===== config.mk =====
export PLATFORM = sky130hd
export DESIGN_NAME = ee2w_slave
export DESIGN_NICKNAME = d
export VERILOG_FILES = /design/src/rtl/ee2w_pkg.sv /design/src/rtl/ee2w_bus_sync.sv /design/src/rtl/ee2w_addr_ctr.sv /design/src/rtl/ee2w_slave.sv
export SDC_FILE = /design/constraint.sdc
export NUM_CORES = 1
export LEC_CHECK = 0
export ABC_CLOCK_PERIOD_IN_PS = 4010
export BUFFER_PORTS_ARGS = -buffer_cell sky130_fd_sc_hd__buf_2
export CORE_MARGIN = 2
export CORE_UTILIZATION = 46
export CTS_CLUSTER_DIAMETER = 50
export DETAILED_ROUTE_END_ITERATION = 7
export HOLD_SLACK_MARGIN = 0.1
export PLACE_DENSITY = 0.69
export REMOVE_ABC_BUFFERS = 1
export SYNTH_ARGS = -nofsm -noshare
export SYNTH_HDL_FRONTEND = slang
export SYNTH_SLANG_ARGS = --single-unit

===== constraint.sdc =====
create_clock -name clk -period 4.01 [get_ports clk]
set_input_delay 0.2005 -clock clk [delete_from_list [all_inputs] [get_ports clk]]
set_output_delay 0.2005 -clock clk [all_outputs]
set_load 0.005 [all_outputs]

===== src/rtl/ee2w_pkg.sv =====
package ee2w_pkg;
   typedef enum logic [2:0] {ST_IDLE, ST_RX, ST_RXACK, ST_TX, ST_TXACK} st_e;
   typedef enum logic [1:0] {PH_DEV, PH_WADDR, PH_WDATA} ph_e;
   typedef enum logic [1:0] {CTR_HOLD, CTR_LOAD, CTR_INC_ALL, CTR_INC_PAGE} ctr_op_e;
   localparam logic [3:0] DEV_PREFIX = 4'b1010;
   localparam int BYTE_W = 8;
endpackage


===== src/rtl/ee2w_bus_sync.sv =====
module ee2w_bus_sync #(
   parameter int STAGES = 2
) (
   input  logic clk,
   input  logic rst_n,
   input  logic scl_i,
   input  logic sda_i,
   output logic sda_o,
   output logic scl_rise_o,
   output logic scl_fall_o,
   output logic start_o,
   output logic stop_o
);
   if (STAGES < 2) begin : g_bad_stages
      $error("ee2w_bus_sync: STAGES must be at least 2");
   end

   logic [STAGES-1:0] scl_pipe, sda_pipe;
   logic scl_s, sda_s, scl_q, sda_q;

   always_ff @(posedge clk or negedge rst_n) begin
      if (!rst_n) begin
         scl_pipe <= '1;
         sda_pipe <= '1;
         scl_q    <= 1'b1;
         sda_q    <= 1'b1;
      end else begin
         scl_pipe <= {scl_pipe[STAGES-2:0], scl_i};
         sda_pipe <= {sda_pipe[STAGES-2:0], sda_i};
         scl_q    <= scl_s;
         sda_q    <= sda_s;
      end
   end

   assign scl_s      = scl_pipe[STAGES-1];
   assign sda_s      = sda_pipe[STAGES-1];
   assign sda_o      = sda_s;
   assign scl_rise_o = scl_s & ~scl_q;
   assign scl_fall_o = ~scl_s & scl_q;
   assign start_o    = scl_s & scl_q & sda_q & ~sda_s;
   assign stop_o     = scl_s & scl_q & ~sda_q & sda_s;
endmodule


===== src/rtl/ee2w_addr_ctr.sv =====
module ee2w_addr_ctr
   import ee2w_pkg::*;
#(
   parameter int ADDR_W = 8,
   parameter int PAGE_W = 4
) (
   input  logic              clk,
   input  logic              rst_n,
   input  ctr_op_e           op_i,
   input  logic [ADDR_W-1:0] load_val_i,
   output logic [ADDR_W-1:0] addr_o
);
   localparam logic [ADDR_W-1:0] ALL_ONE = ADDR_W'(1);
   logic [ADDR_W-1:0] addr_q, page_next;

   if (PAGE_W >= ADDR_W) begin : g_flat
      assign page_next = addr_q + ALL_ONE;
   end else begin : g_paged
      localparam logic [PAGE_W-1:0] COL_ONE = PAGE_W'(1);
      logic [PAGE_W-1:0] col_next;
      assign col_next  = addr_q[PAGE_W-1:0] + COL_ONE;
      assign page_next = {addr_q[ADDR_W-1:PAGE_W], col_next};


      page_row_keep_chk: assert property (@(posedge clk) disable iff (!rst_n)
         (op_i == CTR_INC_PAGE) |=> (addr_o[ADDR_W-1:PAGE_W] == $past(addr_o[ADDR_W-1:PAGE_W])));
   end

   always_ff @(posedge clk or negedge rst_n) begin
      if (!rst_n) addr_q <= '0;
      else begin
         case (op_i)
            CTR_LOAD:     addr_q <= load_val_i;
            CTR_INC_ALL:  addr_q <= addr_q + ALL_ONE;
            CTR_INC_PAGE: addr_q <= page_next;
            default:      addr_q <= addr_q;
         endcase
      end
   end

   assign addr_o = addr_q;
endmodule


===== src/rtl/ee2w_slave.sv =====
module ee2w_slave
   import ee2w_pkg::*;
#(
   parameter int ADDR_W      = 8,
   parameter int PAGE_W      = 4,
   parameter int SYNC_STAGES = 2
) (
   input  logic              clk,
   input  logic              rst_n,
   input  logic              scl_i,
   input  logic              sda_i,
   output logic              sda_oe_o,
   input  logic [2:0]        dev_sel_i,
   input  logic              sel_ignore_i,
   input  logic              busy_i,
   output logic [ADDR_W-1:0] rd_addr_o,
   input  logic [BYTE_W-1:0] rd_data_i,
   output logic              ld_stb_o,
   output logic [ADDR_W-1:0] ld_addr_o,
   output logic [BYTE_W-1:0] ld_data_o,
   output logic              commit_o
);
   localparam int CNT_W = $clog2(BYTE_W + 1);
   localparam logic [CNT_W-1:0] FULL = CNT_W'(BYTE_W);
   localparam logic [CNT_W-1:0] CNT_ONE = CNT_W'(1);

   if (ADDR_W < 1 || ADDR_W > BYTE_W) begin : g_bad_addr
      $error("ee2w_slave: ADDR_W must be 1..8");
   end
   if (PAGE_W < 1 || PAGE_W > ADDR_W) begin : g_bad_page
      $error("ee2w_slave: PAGE_W must be 1..ADDR_W");
   end

   logic sda_s, scl_rise, scl_fall, start_det, stop_det;

   ee2w_bus_sync #(.STAGES(SYNC_STAGES)) sync_i (
      .clk(clk), .rst_n(rst_n), .scl_i(scl_i), .sda_i(sda_i),
      .sda_o(sda_s), .scl_rise_o(scl_rise), .scl_fall_o(scl_fall),
      .start_o(start_det), .stop_o(stop_det));

   st_e               st;
   ph_e               ph;
   logic [CNT_W-1:0]  cnt;
   logic [BYTE_W-1:0] rx_sh, tx_sh;
   logic              oe, rw, host_more, pend;
   ctr_op_e           ctr_op;
   logic [ADDR_W-1:0] ctr_val, ctr_addr;
   logic              dev_hit;

   ee2w_addr_ctr #(.ADDR_W(ADDR_W), .PAGE_W(PAGE_W)) ctr_i (
      .clk(clk), .rst_n(rst_n), .op_i(ctr_op), .load_val_i(ctr_val), .addr_o(ctr_addr));

   assign dev_hit = (rx_sh[7:4] == DEV_PREFIX)
                    && (sel_ignore_i || rx_sh[3:1] == dev_sel_i)
                    && !busy_i;

   always_ff @(posedge clk or negedge rst_n) begin
      if (!rst_n) begin
         st        <= ST_IDLE;
         ph        <= PH_DEV;
         cnt       <= '0;
         rx_sh     <= '0;
         tx_sh     <= '0;
         oe        <= 1'b0;
         rw        <= 1'b0;
         host_more <= 1'b0;
         pend      <= 1'b0;
         ctr_op    <= CTR_HOLD;
         ctr_val   <= '0;
         ld_stb_o  <= 1'b0;
         ld_addr_o <= '0;
         ld_data_o <= '0;
         commit_o  <= 1'b0;
      end else begin
         ld_stb_o <= 1'b0;
         commit_o <= 1'b0;
         ctr_op   <= CTR_HOLD;
         if (stop_det) begin
            st       <= ST_IDLE;
            oe       <= 1'b0;
            commit_o <= pend;
            pend     <= 1'b0;
         end else if (start_det) begin
            st   <= ST_RX;
            ph   <= PH_DEV;
            cnt  <= '0;
            oe   <= 1'b0;
            pend <= 1'b0;
         end else begin
            case (st)
               ST_RX: begin
                  if (scl_rise && cnt != FULL) begin
                     rx_sh <= {rx_sh[BYTE_W-2:0], sda_s};
                     cnt   <= cnt + CNT_ONE;
                  end else if (scl_fall && cnt == FULL) begin
                     case (ph)
                        PH_DEV: begin
                           if (dev_hit) begin
                              oe <= 1'b1;
                              rw <= rx_sh[0];
                              st <= ST_RXACK;
                           end else begin
                              st <= ST_IDLE;
                           end
                        end
                        PH_WADDR: begin
                           oe      <= 1'b1;
                           st      <= ST_RXACK;
                           ctr_op  <= CTR_LOAD;
                           ctr_val <= rx_sh[ADDR_W-1:0];
                        end
                        default: begin
                           oe        <= 1'b1;
                           st        <= ST_RXACK;
                           ld_stb_o  <= 1'b1;
                           ld_addr_o <= ctr_addr;
                           ld_data_o <= rx_sh;
                           ctr_op    <= CTR_INC_PAGE;
                           pend      <= 1'b1;
                        end
                     endcase
                  end
               end
               ST_RXACK: begin
                  if (scl_fall) begin
                     cnt <= '0;
                     if (ph == PH_DEV && rw) begin
                        tx_sh  <= rd_data_i;
                        oe     <= ~rd_data_i[BYTE_W-1];
                        ctr_op <= CTR_INC_ALL;
                        st     <= ST_TX;
                     end else begin
                        oe <= 1'b0;
                        st <= ST_RX;
                        ph <= (ph == PH_DEV) ? PH_WADDR : PH_WDATA;
                     end
                  end
               end
               ST_TX: begin
                  if (scl_rise) begin
                     cnt <= cnt + CNT_ONE;
                  end else if (scl_fall) begin
                     if (cnt == FULL) begin
                        oe <= 1'b0;
                        st <= ST_TXACK;
                     end else begin
                        tx_sh <= {tx_sh[BYTE_W-2:0], 1'b0};
                        oe    <= ~tx_sh[BYTE_W-2];
                     end
                  end
               end
               ST_TXACK: begin
                  if (scl_rise) begin
                     host_more <= ~sda_s;
                  end else if (scl_fall) begin
                     if (host_more) begin
                        tx_sh  <= rd_data_i;
                        oe     <= ~rd_data_i[BYTE_W-1];
                        ctr_op <= CTR_INC_ALL;
                        cnt    <= '0;
                        st     <= ST_TX;
                     end else begin
                        st <= ST_IDLE;
                     end
                  end
               end
               default: ;
            endcase
         end
      end
   end

   assign sda_oe_o  = oe;
   assign rd_addr_o = ctr_addr;


   stop_release_chk: assert property (@(posedge clk) disable iff (!rst_n)
      stop_det |=> !sda_oe_o);

   start_release_chk: assert property (@(posedge clk) disable iff (!rst_n)
      start_det |=> !sda_oe_o);

   oe_on_fall_chk: assert property (@(posedge clk) disable iff (!rst_n)
      !$stable(sda_oe_o) |-> ($past(scl_fall) || $past(start_det) || $past(stop_det)));

   ld_stb_single_chk: assert property (@(posedge clk) disable iff (!rst_n)
      ld_stb_o |=> !ld_stb_o);

   commit_after_stop_chk: assert property (@(posedge clk) disable iff (!rst_n)
      commit_o |-> $past(stop_det));

   dev_busy_nack_chk: assert property (@(posedge clk) disable iff (!rst_n)
      ($rose(sda_oe_o) && st == ST_RXACK && ph == PH_DEV) |-> !$past(busy_i));
endmodule


=== After elaboration in Yosys (flattened, before gate mapping) ===
Index checks and enable logic that the tools add are counted.

* Latch bits: 0
* Bits in writable memories: 0
* Register bits: 70
* ROM bits: 0
* Memories: 0

* Equal/unequal tests: 39
* Shift-type cells: 0
* Add/subtract/negate cells: 3
* Reductions and logical operators: 30
* Bitwise gates (word level): 18
* Mux-type cells: 77
* Div/mod/pow operators: 0
* Magnitude comparators: 0
* Multipliers: 0

{| class="wikitable"
|+ Operators with widths
! kind !! number
|-
| two-way mux 7 bit || 8
|-
| inequality test 4 bit, second input constant || 10
|-
| two-way mux 2 bit || 17
|-
| two-way mux 3 bit || 11
|-
| two-way mux 4 bit || 7
|-
| two-way mux 1 bit || 27
|-
| case mux 8 bit (3 select lines) || 1
|-
| inequality test 3 bit, second input constant || 7
|-
| case mux 7 bit (3 select lines) || 1
|-
| inequality test 2 bit, second input constant || 9
|-
| case mux 4 bit (4 select lines) || 1
|-
| AND reduction 4 bit || 4
|-
| case mux 3 bit (4 select lines) || 1
|-
| AND reduction 6 bit || 2
|-
| nonzero test 3 bit || 4
|-
| NOT 1 bit || 11
|-
| AND reduction 11 bit || 1
|-
| AND reduction 10 bit || 1
|-
| AND reduction 9 bit || 1
|-
| adder 4 x 1 -> 4 bit, second input constant || 2
|-
| adder 8 x 1 -> 8 bit, second input constant || 1
|-
| equality test 4 bit, second input constant || 2
|-
| AND reduction 8 bit || 1
|-
| bitwise AND 1 bit || 7
|-
| 21 further kinds || 30
|}

=== Depth between registers and ports, before layout ===
* Word-level depth: 11
* Mapped depth: 8

=== Hierarchy ===
Synthesis repeated with hierarchy kept, for this count alone.

* Cells, all modules: 286
* Area, all modules: 3,452.1 µm²

{| class="wikitable"
|+ Modules (own cells, without submodules)
! module !! area each (µm²) !! instances !! cells each
|-
| ee2w_slave || 2,653.8 || 1 || 209
|-
| ee2w_addr_ctr || 608.1 || 1 || 67
|-
| ee2w_bus_sync || 190.2 || 1 || 10
|}

=== Worst setup path after synthesis ===
No wires, ideal clock.

* Kind: register to register
* From: reg sync_i.scl_q
* To: reg ctr_val[0]
* Stages on the path, launching flop included: 6
* Clock period less this slack: 1.906 ns
* Data required time: 3.885 ns
* Path buffers: 0
* Setup time: 0.125 ns
* Arrival: 1.781 ns
* Path slack: 2.104 ns
* Path through: dfstp_2 > inv_2 > nor2_2 > nand3_2 > nor4b_4 > mux2_2

* Longest elaborated chain between the ends: 5
* Elaborated cells on any way between the ends: 14

{| class="wikitable"
|+ Ends and longest elaborated chain
! item !! RTL line !! text
|-
| start: declaration || ee2w_bus_sync.sv:19 || <nowiki>logic scl_s, sda_s, scl_q, sda_q;</nowiki>
|-
| start signal: assignment || ee2w_bus_sync.sv:30 || <nowiki>scl_q <= scl_s;</nowiki>
|-
| bitwise AND 1 bit or NOT 1 bit (tied branches) || ee2w_bus_sync.sv:40, ee2w_bus_sync.sv:41, ee2w_bus_sync.sv:38 ||
|-
| bitwise AND 1 bit (on tied branches) || ee2w_bus_sync.sv:41, ee2w_bus_sync.sv:38, ee2w_bus_sync.sv:40 ||
|-
| bitwise AND 1 bit, or another cell as far along || ee2w_bus_sync.sv:41 || <nowiki>assign stop_o = scl_s & scl_q & ~sda_q & sda_s;</nowiki>
|-
| NOT 1 bit (no source line) || -- ||
|-
| AND reduction 6 bit (no source line) (*) || -- ||
|-
| end signal: assignment || ee2w_slave.sv:110 || <nowiki>ctr_val <= rx_sh[ADDR_W-1:0];</nowiki>
|-
| end: declaration || ee2w_slave.sv:47 || <nowiki>logic [ADDR_W-1:0] ctr_val, ctr_addr;</nowiki>
|}

Mark *: on every way between the ends. The rest lies on a longest branch, timed or not.
A chain may end at the register's enable or synchronous reset.

=== Final worst setup path ===
* From: reg st[0]
* To: reg ctr_val[4]

* Longest elaborated chain between the ends: 2

{| class="wikitable"
|+ Ends and longest elaborated chain
! item !! RTL line !! text
|-
| start: declaration || ee2w_slave.sv:41 || <nowiki>st_e st;</nowiki>
|-
| start signal: assignment || ee2w_slave.sv:59 || <nowiki>st <= ST_IDLE;</nowiki>
|-
| start signal: assignment || ee2w_slave.sv:79 || <nowiki>st <= ST_IDLE;</nowiki>
|-
| start signal: assignment || ee2w_slave.sv:84 || <nowiki>st <= ST_RX;</nowiki>
|-
| equality test 3 x 1 -> 1 bit || ee2w_slave.sv:90 || <nowiki>case (st)</nowiki>
|-
| AND reduction 6 bit (no source line) || -- ||
|}

Every way passes these cells.

==> run_results.csv <==
group,metric,value,unit
clocking,cts_sinks,70,
setup_path,reg2reg_slack,1.67,ns
global_routing,grt_max_degree,46,
logic_synthesis,yosysWarningCount,0,
global_routing,use_met1,20.5,%
layout,antenna_cells,0,
setup_path,worstSetupEndpointType,"register",
route,drt-initial-drc-count,144,
global_routing,grt_util_all_layers,17.8,%
place,portBuffers,43,
logic_synthesis,netlist_instances,295,
floorplanning,io_pins,44,
setup_path,slowest_delay,0.62,ns
run_status,status,"finished clean",
global_routing,grt.busiest_layer,"met2",
power_and_ir_drop,total_power,1.46,mW
floorplanning,die_area,7890,sq um
place,hpwl,4.42,mm
setup_path,critPathLaunch,"st[0]$_DFFE_PN0P_",
logic_synthesis,syn-cell-area,3310,sq um
setup_path,r2r_start,"st[0]$_DFFE_PN0P_",
setup_path,path_class,"reg2reg",
global_routing,grt_pass1_wl,10.5,mm
hold_path,hold_start,"rd_data_i[1]",
layout,layout_commonest_cell,"dfrtp_1",
route,detail_route.first_pass.iterations,5,
sta,period_minus_slack,2.34,ns
global_routing,first_global_vias,2288,
layout,final_util,56.2,%
power_and_ir_drop,irDropWorstVdd,0.000312,V
sta,rsz0062_at_grt,"no",
sta,slew-limit-headroom,30.7,%
global_routing,use_met2,30.3,%
sta,finalSetupViolations,0,
global_routing,antenna_found_initial,0,
power_and_ir_drop,power_leakage,1.86,nW
setup_path,crit_required,4.24,ns
floorplanning,fp.dieH,88.8,um
setup_path,cp_num_cells,5,
setup_path,cp_top_family,"simple AND/OR/NAND/NOR gates",
setup_path,crit_end,"ctr_val[4]$_DFFE_PN0P_",
route,ant_nets,0,
setup_path,critPathBufInv,0,
setup_path,r2r_end,"ctr_val[4]$_DFFE_PN0P_",
layout,final_cell_mix,"dfrtp_1, buf_2, mux2_2",
global_routing,grt_overflow,0,
run,cap_viol_max_count,0,
clocking,insertion_delay,0.35,ns
place,gp_congestion,0.819,
power_and_ir_drop,power-per-cell-area,378,nW/um^2
clocking,cts_tree,"done",
sta,fin_skew,0.0118,ns
sta,tightestPinTransition,1.03,ns
setup_path,slowest_stage,"dfrtp_1",
sta,slew_viol_final,0,
layout,drive_above_1_share,30.6,%
logic_synthesis,synth_cell_types,43,
floorplanning,num_rows,30,
layout,syn_to_final_growth,16.6,%
route,drc,0,
sta,period_share,58.4,%
floorplanning,core-area,6870,sq um
setup_path,start_kind,"register",
clocking,max-clock-path-buffers,2,
route,wire_per_inst,14.1,um
clocking,postCtsResizedCells,0,
setup_path,cp.arrival,2.57,ns
floorplanning,start_util,48.2,%
logic_synthesis,ys_seq_area_share,53.2,%
setup_path,cp_max_fo,17,
clocking,cts_root_buf,"clkbuf_8",
route,drt-vias-per-instance,5.32,
route,num_vias,2374,
sta,max_freq,427,MHz
floorplanning,dieWidth,88.8,um
clocking,htree_levels,3,
clocking,numCtsBuffers,9,
hold_path,hold_path_class,"in2reg",
sta,tns,0,ns
route,wirelength,6.28,mm
global_routing,use_met3,6.72,%
clocking,clk_pin_slew,0.07,ns
setup_path,rr_worst_depth,5,
logic_synthesis,synth_area_per_cell,11.2,sq um
sta,hold_violations,0,
setup_path,path_cells,"nand2b_1, nor2_1, nand3_2, nor4b_4, mux2_2",
logic_synthesis,ys_ff_latch,70,
layout,nets,368,
-- worst reg2reg max path, delay by kind of cell, from the launching register on --
| kind | cells | cell delay [ns] |
|---|---|---|
| AND/OR/NAND/NOR | 4 | 1.20 |
| flip-flops | 1 | 0.62 |
| multiplexers | 1 | 0.41 |
-- what timing repair did --
action,4_1_cts,5_1_grt
buffers inserted,0,0
hold buffers,4,0
endpoints found under the setup margin,0,0
hold endpoints to repair,47,0
-- per-layer routing --
layer	up-vias	wire [um]	part of all wire [%]
li1	1168	-	-
met1	1146	2750	44
met2	53	3170	50
met3	7	287	4.6
met4	0	80	1.3
met5	-	0	0
-- per-stage QoR --
step | setup slack, ns | cells | hold slack [ns] | instance area, sq um
3_3_place_gp | 1.77 | 426 | 0.307 | 3600
2_1_floorplan | 1.90 | 285 | -0.0951 | 3250
3_5_place_dp | 1.71 | 426 | 0.307 | 3600
5_1_grt | 1.43 | 446 | 0.151 | 3860
6_report | 1.67 | 446 | 0.143 | 3860
4_1_cts | 1.71 | 446 | 0.128 | 3860
-- power by group --
| part | internal (mW) | switching [mW] | total [mW] |
|---|---|---|---|
| combinational | 0.0411 | 0.0435 | 0.0846 |
| clock | 0.368 | 0.247 | 0.615 |
| sequential | 0.730 | 0.0276 | 0.757 |
-- Yosys cell counts (all sizes together) --
cell type	instances	share of area [%]
ha	6	2.3
mux2i	9	2.7
a21oi	21	3.2
inv	10	1.1
a31oi	5	0.95
o311ai	1	0.26
a22o	1	0.26
clkbuf	4	0.45
or2	3	0.57
nand4	2	0.38
nor2	23	2.7
a211oi	7	1.6
a21o	1	0.23
mux2	33	11
nand3b	4	0.91
nor4	1	0.38
nand2	15	1.9
nor2b	6	1.1
o31ai	2	0.45
and3	3	0.57
o22ai	5	0.95
dfrtp	64	48
o21ai	18	2.7
dfstp	6	4.8
a311o	2	0.61
nor4bb	1	0.30
nand3	11	1.8
nand2b	6	1.1
nor3	5	0.76
nor4b	2	0.98
and2	1	0.19
o41ai	1	0.26
nor3b	6	1.5
xnor2	4	1.1
buf	6	1.2
-- final cells by class --
cell class	instances	area (sq um)
repair buffers	49	270
multi-input cells	205	1460
well taps	96	120
inverters	10	37.5
fillers	619	3010
flip-flops and latches	70	1760
clock inverters	3	67.6
clock buffers	13	149
-- how the worst min path moves through the flow --
stage | end | slack, ns | cells past startpoint
finish | tx_sh[1]$_DFFE_PN0P_ | 0.14 | 3
global route | tx_sh[2]$_DFFE_PN0P_ | 0.15 | 3
CTS | tx_sh[1]$_DFFE_PN0P_ | 0.13 | 3
detailed placement | sync_i.sda_pipe[0]$_DFF_PN1_ | 0.31 | 1
global placement | sync_i.sda_pipe[0]$_DFF_PN1_ | 0.31 | 1
floorplan | cnt[0]$_DFFE_PN0P_ | -0.1 | 0
-- registers in the layout, indices dropped and copies added, names as in the netlist, 2 cells and up --
register and flops:
ctr_i.addr_o 8, ld_addr_o 8, cnt 4, ctr_val 8, st 3, rx_sh 8
sync_i.sda_pipe 2, ph 2, sync_i.scl_pipe 2, tx_sh 7, ctr_op 2, ld_data_o 8
-- logic make-up after synthesis --
logic type                 count (synthesis)  share of synthesized area, %
muxes                                     42                          14.0
adders and majority gates                  6                          2.27
xor gates and xnor gates                   4                          1.06
DFF                                       70                          53.2
and+or+nand+nor                           89                          15.2
buffers and inverters                     20                          2.84
AOI/OAI and AO/OA                         64                          11.5
Power figures use the tool's default switching activity.
